$ cat config.mk
export PLATFORM = sky130hd
export DESIGN_NAME = dram_boot_seq
export DESIGN_NICKNAME = d
export VERILOG_FILES = /design/src/rtl/dbs_pkg.sv /design/src/rtl/dbs_step_dec.sv /design/src/rtl/dbs_pwr_hs.sv /design/src/rtl/dram_boot_seq.sv
export SDC_FILE = /design/constraint.sdc
export NUM_CORES = 1
export LEC_CHECK = 0
export BUFFER_PORTS_ARGS = -buffer_cell sky130_fd_sc_hd__buf_4
export CAP_MARGIN = 20
export CORE_ASPECT_RATIO = 2
export CORE_MARGIN = 8
export CORE_UTILIZATION = 30
export DETAILED_ROUTE_END_ITERATION = 16
export GPL_ROUTABILITY_DRIVEN = 0
export HOLD_SLACK_MARGIN = 0.1
export SLEW_MARGIN = 30
export SYNTH_ARGS = -nofsm -noshare
export SYNTH_HDL_FRONTEND = slang
export SYNTH_SLANG_ARGS = --single-unit
$ cat constraint.sdc
create_clock -name clk -period 2.6 [get_ports clk]
set_input_delay 0.78 -clock clk [delete_from_list [all_inputs] [get_ports clk]]
set_output_delay 0.78 -clock clk [all_outputs]
set_load 0.005 [all_outputs]
$ cat src/rtl/dbs_pkg.sv
package dbs_pkg;
  localparam int WORD_W = 32;
  typedef logic [WORD_W-1:0] word_t;

  localparam int BOOT_UNLOCK_BIT = 23;
  localparam int TIM_UNLOCK_BIT  = 15;
  localparam int MOBILE_EN_BIT   = 25;

  localparam word_t BOOT_MASK      = word_t'(1) << BOOT_UNLOCK_BIT;
  localparam word_t TIM_MASK       = word_t'(1) << TIM_UNLOCK_BIT;
  localparam word_t SLEEP_MASK     = 32'hC000_0000;
  localparam word_t DUMMY_PATTERN  = 32'hA55A_A55A;

  localparam logic [7:0] OFS_CFG  = 8'h04;
  localparam logic [7:0] OFS_TIM1 = 8'h08;
  localparam logic [7:0] OFS_TIM2 = 8'h0C;
  localparam logic [7:0] OFS_PHY  = 8'h10;
  localparam logic [7:0] OFS_RFSH = 8'h14;
  localparam logic [7:0] OFS_MCFG = 8'h1C;
  localparam logic [7:0] OFS_SLEW = 8'h20;

  typedef enum logic [3:0] {
    STP_PHY, STP_CFG_BOOT, STP_CFG_TIM, STP_MCFG, STP_TIM1, STP_TIM2,
    STP_CFG_LOCK, STP_RFSH, STP_RFSH_SLEEP, STP_PWR_RST, STP_PWR_EN,
    STP_RFSH_WAKE, STP_MEM_WR, STP_MEM_RB, STP_SLEW, STP_END
  } step_e;

  typedef enum logic [2:0] {OP_WR, OP_RMW, OP_PWR, OP_SKIP, OP_END} op_e;

  typedef struct packed {
    word_t phy;
    word_t cfg;
    word_t tim1;
    word_t tim2;
    word_t rfsh;
    word_t mcfg;
    word_t slew;
    logic  mobile;
    logic  srr;
  } cfg_set_t;
endpackage

$ cat src/rtl/dbs_step_dec.sv
module dbs_step_dec
  import dbs_pkg::*;
#(
  parameter int                ADDR_W   = 16,
  parameter logic [ADDR_W-1:0] MEM_BASE = 16'h8000
) (
  input  step_e             step,
  input  logic              pass,
  input  cfg_set_t          cs,
  output op_e               op,
  output logic [ADDR_W-1:0] addr,
  output word_t             wdata,
  output word_t             and_mask,
  output word_t             or_mask,
  output logic              pwr_tgt,
  output step_e             next,
  output logic              next_pass
);
  function automatic logic [ADDR_W-1:0] reg_a(input logic [7:0] o);
    return {{(ADDR_W-8){1'b0}}, o};
  endfunction

  word_t cfg_clean;
  assign cfg_clean = cs.cfg & ~(BOOT_MASK | TIM_MASK);

  always_comb begin
    op        = OP_WR;
    addr      = '0;
    wdata     = '0;
    and_mask  = '1;
    or_mask   = '0;
    pwr_tgt   = 1'b0;
    next      = STP_END;
    next_pass = pass;
    case (step)
      STP_PHY:      begin addr = reg_a(OFS_PHY); wdata = cs.phy; next = STP_CFG_BOOT; end
      STP_CFG_BOOT: begin addr = reg_a(OFS_CFG); wdata = cfg_clean | BOOT_MASK; next = STP_CFG_TIM; end
      STP_CFG_TIM:  begin addr = reg_a(OFS_CFG); wdata = cfg_clean | TIM_MASK;  next = STP_MCFG; end
      STP_MCFG: begin
        op    = cfg_clean[MOBILE_EN_BIT] ? OP_WR : OP_SKIP;
        addr  = reg_a(OFS_MCFG);
        wdata = cs.mcfg;
        next  = STP_TIM1;
      end
      STP_TIM1:     begin addr = reg_a(OFS_TIM1); wdata = cs.tim1; next = STP_TIM2; end
      STP_TIM2:     begin addr = reg_a(OFS_TIM2); wdata = cs.tim2; next = STP_CFG_LOCK; end
      STP_CFG_LOCK: begin op = OP_RMW; addr = reg_a(OFS_CFG); and_mask = ~TIM_MASK; next = STP_RFSH; end
      STP_RFSH:     begin addr = reg_a(OFS_RFSH); wdata = cs.rfsh; next = STP_RFSH_SLEEP; end
      STP_RFSH_SLEEP: begin op = OP_RMW; addr = reg_a(OFS_RFSH); or_mask = SLEEP_MASK; next = STP_PWR_RST; end
      STP_PWR_RST:  begin op = OP_PWR; pwr_tgt = 1'b0; next = STP_PWR_EN; end
      STP_PWR_EN:   begin op = OP_PWR; pwr_tgt = 1'b1; next = STP_RFSH_WAKE; end
      STP_RFSH_WAKE: begin op = OP_RMW; addr = reg_a(OFS_RFSH); and_mask = ~SLEEP_MASK; next = STP_MEM_WR; end
      STP_MEM_WR:   begin addr = MEM_BASE; wdata = DUMMY_PATTERN; next = STP_MEM_RB; end
      STP_MEM_RB: begin
        op   = OP_RMW;
        addr = MEM_BASE;
        next = (!pass && cs.mobile) ? STP_SLEW : STP_END;
      end
      STP_SLEW: begin
        addr      = reg_a(OFS_SLEW);
        wdata     = cs.slew;
        next      = cs.srr ? STP_PHY : STP_END;
        next_pass = cs.srr ? 1'b1 : pass;
      end
      default: op = OP_END;
    endcase
  end
endmodule

$ cat src/rtl/dbs_pwr_hs.sv
module dbs_pwr_hs #(
  parameter int TIMEOUT_CYC = 1024
) (
  input  logic clk,
  input  logic rst_n,
  input  logic go,
  input  logic tgt_in,
  input  logic pwr_ack,
  output logic pwr_req,
  output logic pwr_tgt,
  output logic ok,
  output logic expired
);
  localparam int CNT_W = $clog2(TIMEOUT_CYC + 1);
  localparam logic [CNT_W-1:0] LIMIT = CNT_W'(TIMEOUT_CYC - 1);

  logic [CNT_W-1:0] cnt;

  assign ok      = pwr_req && pwr_ack;
  assign expired = pwr_req && !pwr_ack && (cnt == LIMIT);

  always_ff @(posedge clk) begin
    if (!rst_n) begin
      pwr_req <= 1'b0;
      pwr_tgt <= 1'b0;
      cnt     <= '0;
    end else if (go) begin
      pwr_req <= 1'b1;
      pwr_tgt <= tgt_in;
      cnt     <= '0;
    end else if (pwr_req) begin
      if (pwr_ack || cnt == LIMIT) pwr_req <= 1'b0;
      else                         cnt     <= cnt + 1'b1;
    end
  end

  // request held with stable target until acknowledged or timed out
  p_req_hold_r7: assert property (@(posedge clk) disable iff (!rst_n)
    pwr_req && !pwr_ack && !expired |=> pwr_req && $stable(pwr_tgt));
endmodule

$ cat src/rtl/dram_boot_seq.sv
module dram_boot_seq
  import dbs_pkg::*;
#(
  parameter int                ADDR_W      = 16,
  parameter logic [ADDR_W-1:0] MEM_BASE    = 16'h8000,
  parameter int                TIMEOUT_CYC = 1024
) (
  input  logic              clk,
  input  logic              rst_n,
  input  logic              start,
  input  logic              strap_mobile,
  input  logic              strap_srr,
  input  logic [31:0]       phy_word,
  input  logic [31:0]       cfg_word,
  input  logic [31:0]       tim1_word,
  input  logic [31:0]       tim2_word,
  input  logic [31:0]       rfsh_word,
  input  logic [31:0]       mcfg_word,
  input  logic [31:0]       slew_word,
  output logic              busy,
  output logic              done,
  output logic              err,
  output logic              cmd_valid,
  input  logic              cmd_ready,
  output logic              cmd_write,
  output logic [ADDR_W-1:0] cmd_addr,
  output logic [31:0]       cmd_wdata,
  input  logic              rsp_valid,
  output logic              rsp_ready,
  input  logic [31:0]       rsp_rdata,
  output logic              pwr_req,
  output logic              pwr_tgt,
  input  logic              pwr_ack
);
  typedef enum logic [2:0] {ST_IDLE, ST_DECODE, ST_WR, ST_RD, ST_RSP, ST_PWR} state_e;

  state_e   state;
  step_e    step;
  logic     pass;
  cfg_set_t cs;
  word_t    wr_data;

  op_e               d_op;
  logic [ADDR_W-1:0] d_addr;
  word_t             d_wdata, d_and, d_or;
  logic              d_tgt, d_next_pass;
  step_e             d_next;
  logic              hs_go, hs_ok, hs_expired;

  dbs_step_dec #(.ADDR_W(ADDR_W), .MEM_BASE(MEM_BASE)) u_dec (
    .step(step), .pass(pass), .cs(cs), .op(d_op), .addr(d_addr),
    .wdata(d_wdata), .and_mask(d_and), .or_mask(d_or), .pwr_tgt(d_tgt),
    .next(d_next), .next_pass(d_next_pass)
  );

  assign hs_go = (state == ST_DECODE) && (d_op == OP_PWR);

  dbs_pwr_hs #(.TIMEOUT_CYC(TIMEOUT_CYC)) u_pwr (
    .clk(clk), .rst_n(rst_n), .go(hs_go), .tgt_in(d_tgt), .pwr_ack(pwr_ack),
    .pwr_req(pwr_req), .pwr_tgt(pwr_tgt), .ok(hs_ok), .expired(hs_expired)
  );

  assign busy      = (state != ST_IDLE);
  assign cmd_valid = (state == ST_WR) || (state == ST_RD);
  assign cmd_write = (state == ST_WR);
  assign cmd_addr  = d_addr;
  assign cmd_wdata = wr_data;
  assign rsp_ready = (state == ST_RSP);

  always_ff @(posedge clk) begin
    if (!rst_n) begin
      state   <= ST_IDLE;
      step    <= STP_PHY;
      pass    <= 1'b0;
      cs      <= '0;
      wr_data <= '0;
      done    <= 1'b0;
      err     <= 1'b0;
    end else begin
      done <= 1'b0;
      case (state)
        ST_IDLE: if (start) begin
          cs    <= '{phy: phy_word, cfg: cfg_word, tim1: tim1_word, tim2: tim2_word,
                     rfsh: rfsh_word, mcfg: mcfg_word, slew: slew_word,
                     mobile: strap_mobile, srr: strap_srr};
          step  <= STP_PHY;
          pass  <= 1'b0;
          err   <= 1'b0;
          state <= ST_DECODE;
        end
        ST_DECODE: begin
          case (d_op)
            OP_WR:   begin wr_data <= d_wdata; state <= ST_WR; end
            OP_RMW:  state <= ST_RD;
            OP_PWR:  state <= ST_PWR;
            OP_SKIP: begin step <= d_next; pass <= d_next_pass; end
            default: begin done <= 1'b1; state <= ST_IDLE; end
          endcase
        end
        ST_WR: if (cmd_ready) begin
          step  <= d_next;
          pass  <= d_next_pass;
          state <= ST_DECODE;
        end
        ST_RD: if (cmd_ready) state <= ST_RSP;
        ST_RSP: if (rsp_valid) begin
          wr_data <= (rsp_rdata & d_and) | d_or;
          state   <= ST_WR;
        end
        ST_PWR: begin
          if (hs_ok) begin
            step  <= d_next;
            state <= ST_DECODE;
          end else if (hs_expired) begin
            err   <= 1'b1;
            state <= ST_IDLE;
          end
        end
        default: state <= ST_IDLE;
      endcase
    end
  end

  // stalled command keeps its content
  p_cmd_hold_r12: assert property (@(posedge clk) disable iff (!rst_n)
    cmd_valid && !cmd_ready |=> cmd_valid && $stable(cmd_addr) && $stable(cmd_wdata) && $stable(cmd_write));
  // bus and power activity never overlap
  p_no_overlap_r12: assert property (@(posedge clk) disable iff (!rst_n)
    !((cmd_valid || rsp_ready) && pwr_req));
  // nothing is driven while idle
  p_idle_quiet_r2: assert property (@(posedge clk) disable iff (!rst_n)
    !busy |-> !cmd_valid && !rsp_ready && !pwr_req);
  // done is a single-cycle pulse
  p_done_pulse_r2: assert property (@(posedge clk) disable iff (!rst_n)
    done |=> !done);
  // captured configuration stays fixed during a run
  p_cfg_held_r2: assert property (@(posedge clk) disable iff (!rst_n)
    busy && state != ST_DECODE |=> $stable(cs) || !busy);
  // a timeout flags the error and ends the run
  p_timeout_err_r11: assert property (@(posedge clk) disable iff (!rst_n)
    hs_expired |=> err && !busy && !done);
endmodule

==> impl_metrics.env <==
export IMPL_cts_clk_slew_worst_paths_ns=0.07
export IMPL_insertion_delay_ns=0.57
export IMPL_cp_cell_sequence="buf_12 > nand2_1 > nor3_1 > buf_4"
export IMPL_ctsHtreeMaxLevel=1
export IMPL_grt_pass1_wl_um=77900
export IMPL_synthXorXnorAreaFrac_pct=0.624
export IMPL_grt_usage_pct=20.7
export IMPL_synth_area_mux_share_pct=2.79
export IMPL_p_per_area_nw_per_um2=756
export IMPL_required_ns=1.82
export IMPL_synth_cell_type_count=67
export IMPL_worstSetupPathType="reg -> out"
export IMPL_drcViolationCount=0
export IMPL_slew_headroom_pct=53.0
export IMPL_endpoint_kind="output port"
export IMPL_drt_iter0_markers=910
export IMPL_worst_pin_slew_ns=0.705
export IMPL_finalSetupViolations=0
export IMPL_postSynthAreaPerCell_sq_um=7.74
export IMPL_fin_crit_ns=2.54
export IMPL_synth_top_cell_by_area="dfxtp_1"
export IMPL_skew_ns=0.0244
export IMPL_via_per_inst=5.20
export IMPL_cap_violations=0
export IMPL_peakVddDrop_v=0.000462
export IMPL_synthCells=1630
export IMPL_clockBufferDepth=3
export IMPL_grt_max_degree=115
export IMPL_cts_tree="built"
export IMPL_pin_count=320
export IMPL_drive_gt1_share_pct=25.3
export IMPL_synth_top_family_by_area="compound AO/OA/AOI/OAI gates"
export IMPL_hpwl_um=41100
export IMPL_synth_simple_gate_area_share_pct=21.8
export IMPL_coreArea_sq_um=41600
export IMPL_timing_fmax_ghz=0.394
export IMPL_ys_seq_area_share_pct=44.2
export IMPL_syn_area_sq_um=12600
export IMPL_io_buffers=306
export IMPL_hold_buffers=0
export IMPL_antenna_found_initial=22
export IMPL_tns_ns=0
export IMPL_critPathMaxFanout=16
export IMPL_cts_buffers=27
export IMPL_synthAdderAreaFrac_pct=0.0991
export IMPL_clock_sinks=279
export IMPL_fin_nets=2155
export IMPL_clockRootBuffer="clkbuf_16"
export IMPL_finalHoldViolCount=0
export IMPL_leakagePower_nw=6.29
export IMPL_rsz0062_at_grt="no"
export IMPL_grt_remaining_overflow=0
export IMPL_yosysWarnings=0
export IMPL_drt_first_pass_iters=6
export IMPL_yosys_top_cells_area="dfxtp_1 44%, nand2_1 15%, a21oi_1 9.9%"
export IMPL_grt_pass1_vias=12700
export IMPL_synthDominantCellAreaShare_pct=44.2
export IMPL_synth_compound_area_share_pct=24.3
export IMPL_min_path_type="reg -> reg"
export IMPL_ys_seq_elements=279
export IMPL_synth_ff_type="dfxtp_1"
export IMPL_die_height_um=306
export IMPL_holdWs_ns=0.454
export IMPL_die_x_um=161
export IMPL_dieArea_sq_um=49300
export IMPL_crit_slowest_cell="dfxtp_4"
export IMPL_wirelength_um=53700
export IMPL_synth_edf_count=0
export IMPL_num_rows=106
export IMPL_area_growth_pct=31.1
export IMPL_slew_violations=0
export IMPL_ant_nets=0
export IMPL_max_stage_delay_ns=0.42
export IMPL_period_share_pct=97.6
export IMPL_cp_start_kind="flip-flop"
export IMPL_via_count=12800
export IMPL_nFillCells=4413
export IMPL_status="complete, no violations"
export IMPL_wl_per_cell_um=21.8
export IMPL_async_flop_share_pct=0
export IMPL_worstPathArrival_ns=1.76
export IMPL_initial_core_util_pct=30.3
-- kinds of logic after synthesis --
family	after synthesis
muxes	33
buffers and inverters	164
xor gates and xnor gates	9
other	1
AOI/OAI and AO/OA	480
and+or+nand+nor	663
DFF	279
adders and majority gates	1
-- flip-flops by register name (all words and copies together) (netlist names) --
name / cells
done: 1
pass: 1
u_pwr.cnt: 11
u_pwr.pwr_tgt: 1
u_pwr.pwr_req: 1
err: 1
step: 4
state: 3
cs: 224
cmd_wdata: 32
-- final cells by class --
cell class                      count  area (sq um)  area share [%]
Antenna cell                       19          47.5           0.287
Clock buffer                       36           759            4.59
Clock inverter                     11           123           0.741
Inverter                           11          48.8           0.295
Multi-Input combinational cell   1197          6350            38.4
Sequential cell                   279          5600            33.8
Tap cell                          540           676            4.08
Timing Repair Buffer              374          2940            17.8
-- worst max-delay path: cells and delay by family, from the launching register on --
kind                   cells  cell delay [ns]
buffers and inverters      2             0.38
and+or+nand+nor            2             0.38
DFF                        1             0.42
-- placed cells by master (no fill, tap or decap), types with 11 or more instances in the layout --
master       n
nand2_1    509
buf_4      362
dfxtp_1    274
a21oi_1    249
o21ai_0     72
a22oi_1     47
nor3_1      42
nor2_1      31
a311oi_2    31
clkbuf_16   27
nand3_1     26
diode_2     19
mux2i_1     16
a32oi_1     15
o22ai_1     12
conb_1      11
-- metal layers --
metal / GRT usage [%] / wire (um) / vias to the layer above / part of all wire, %
li1: - / - / 6129 / -
met1: 22.1 / 19500 / 6039 / 36
met2: 34.7 / 26500 / 530 / 49
met3: 4.48 / 3690 / 131 / 6.9
met4: 16.5 / 4000 / 6 / 7.5
met5: 0 / 40 / - / 0.075
-- where the power goes --
group          switching [mW]  internal (mW)
clock                    1.77           2.25
combinational            1.96           1.36
sequential              0.357           4.82
total                    4.09           8.43
-- what timing repair did --
action | in CTS | in global routing
setup buffers | 1 | 5
gates resized for setup | 9 | 3
endpoints found under the setup margin | 6 | 2
-- final timing paths --
check                        from                         end  slack (ns)  depth (start not counted)
max          step[1]$_SDFFE_PN0P_                 cmd_addr[5]        0.06                          4
min          cs[150]$_SDFFE_PN0P_        cs[150]$_SDFFE_PN0P_        0.45                          2
max reg2reg  step[2]$_SDFFE_PN0P_  cmd_wdata[30]$_SDFFE_PN0P_        0.24                          8
min reg2reg  cs[150]$_SDFFE_PN0P_        cs[150]$_SDFFE_PN0P_        0.45                          2
-- cells in the mapped netlist (6+ instances only) --
cell      count
nand2_1     510
dfxtp_1     279
a21oi_1     249
clkbuf_1     82
o21ai_0      72
a22oi_1      47
buf_2        47
nor3_1       42
nor2_1       33
a311oi_2     31
nand3_1      26
buf_4        17
mux2i_1      16
a32oi_1      15
o22ai_1      12
inv_1        10
mux2_2        9
mux2_1        8
nor2b_1       8
o21ai_1       8
a21boi_0      7
a31oi_1       6
and3_1        6
nand4_1       6
-- metrics by stage --
stage | instances | area [sq um] | power (mW) | setup slack [ns] | utilization (%)
global route | 2466 | 16500 | 13.1 | 0.00487 | 39.7
finish | 2467 | 16500 | 12.5 | 0.0618 | 39.7
detailed placement | 2395 | 15500 | 8.56 | 0.303 | 37.3
floorplan | 1640 | 12700 | 7.13 | 0.508 | -
CTS | 2443 | 16500 | 12.6 | 0.0122 | 39.5
global placement | 2395 | 15500 | 8.51 | 0.292 | 37.3
Power figures use the tool's default switching activity.
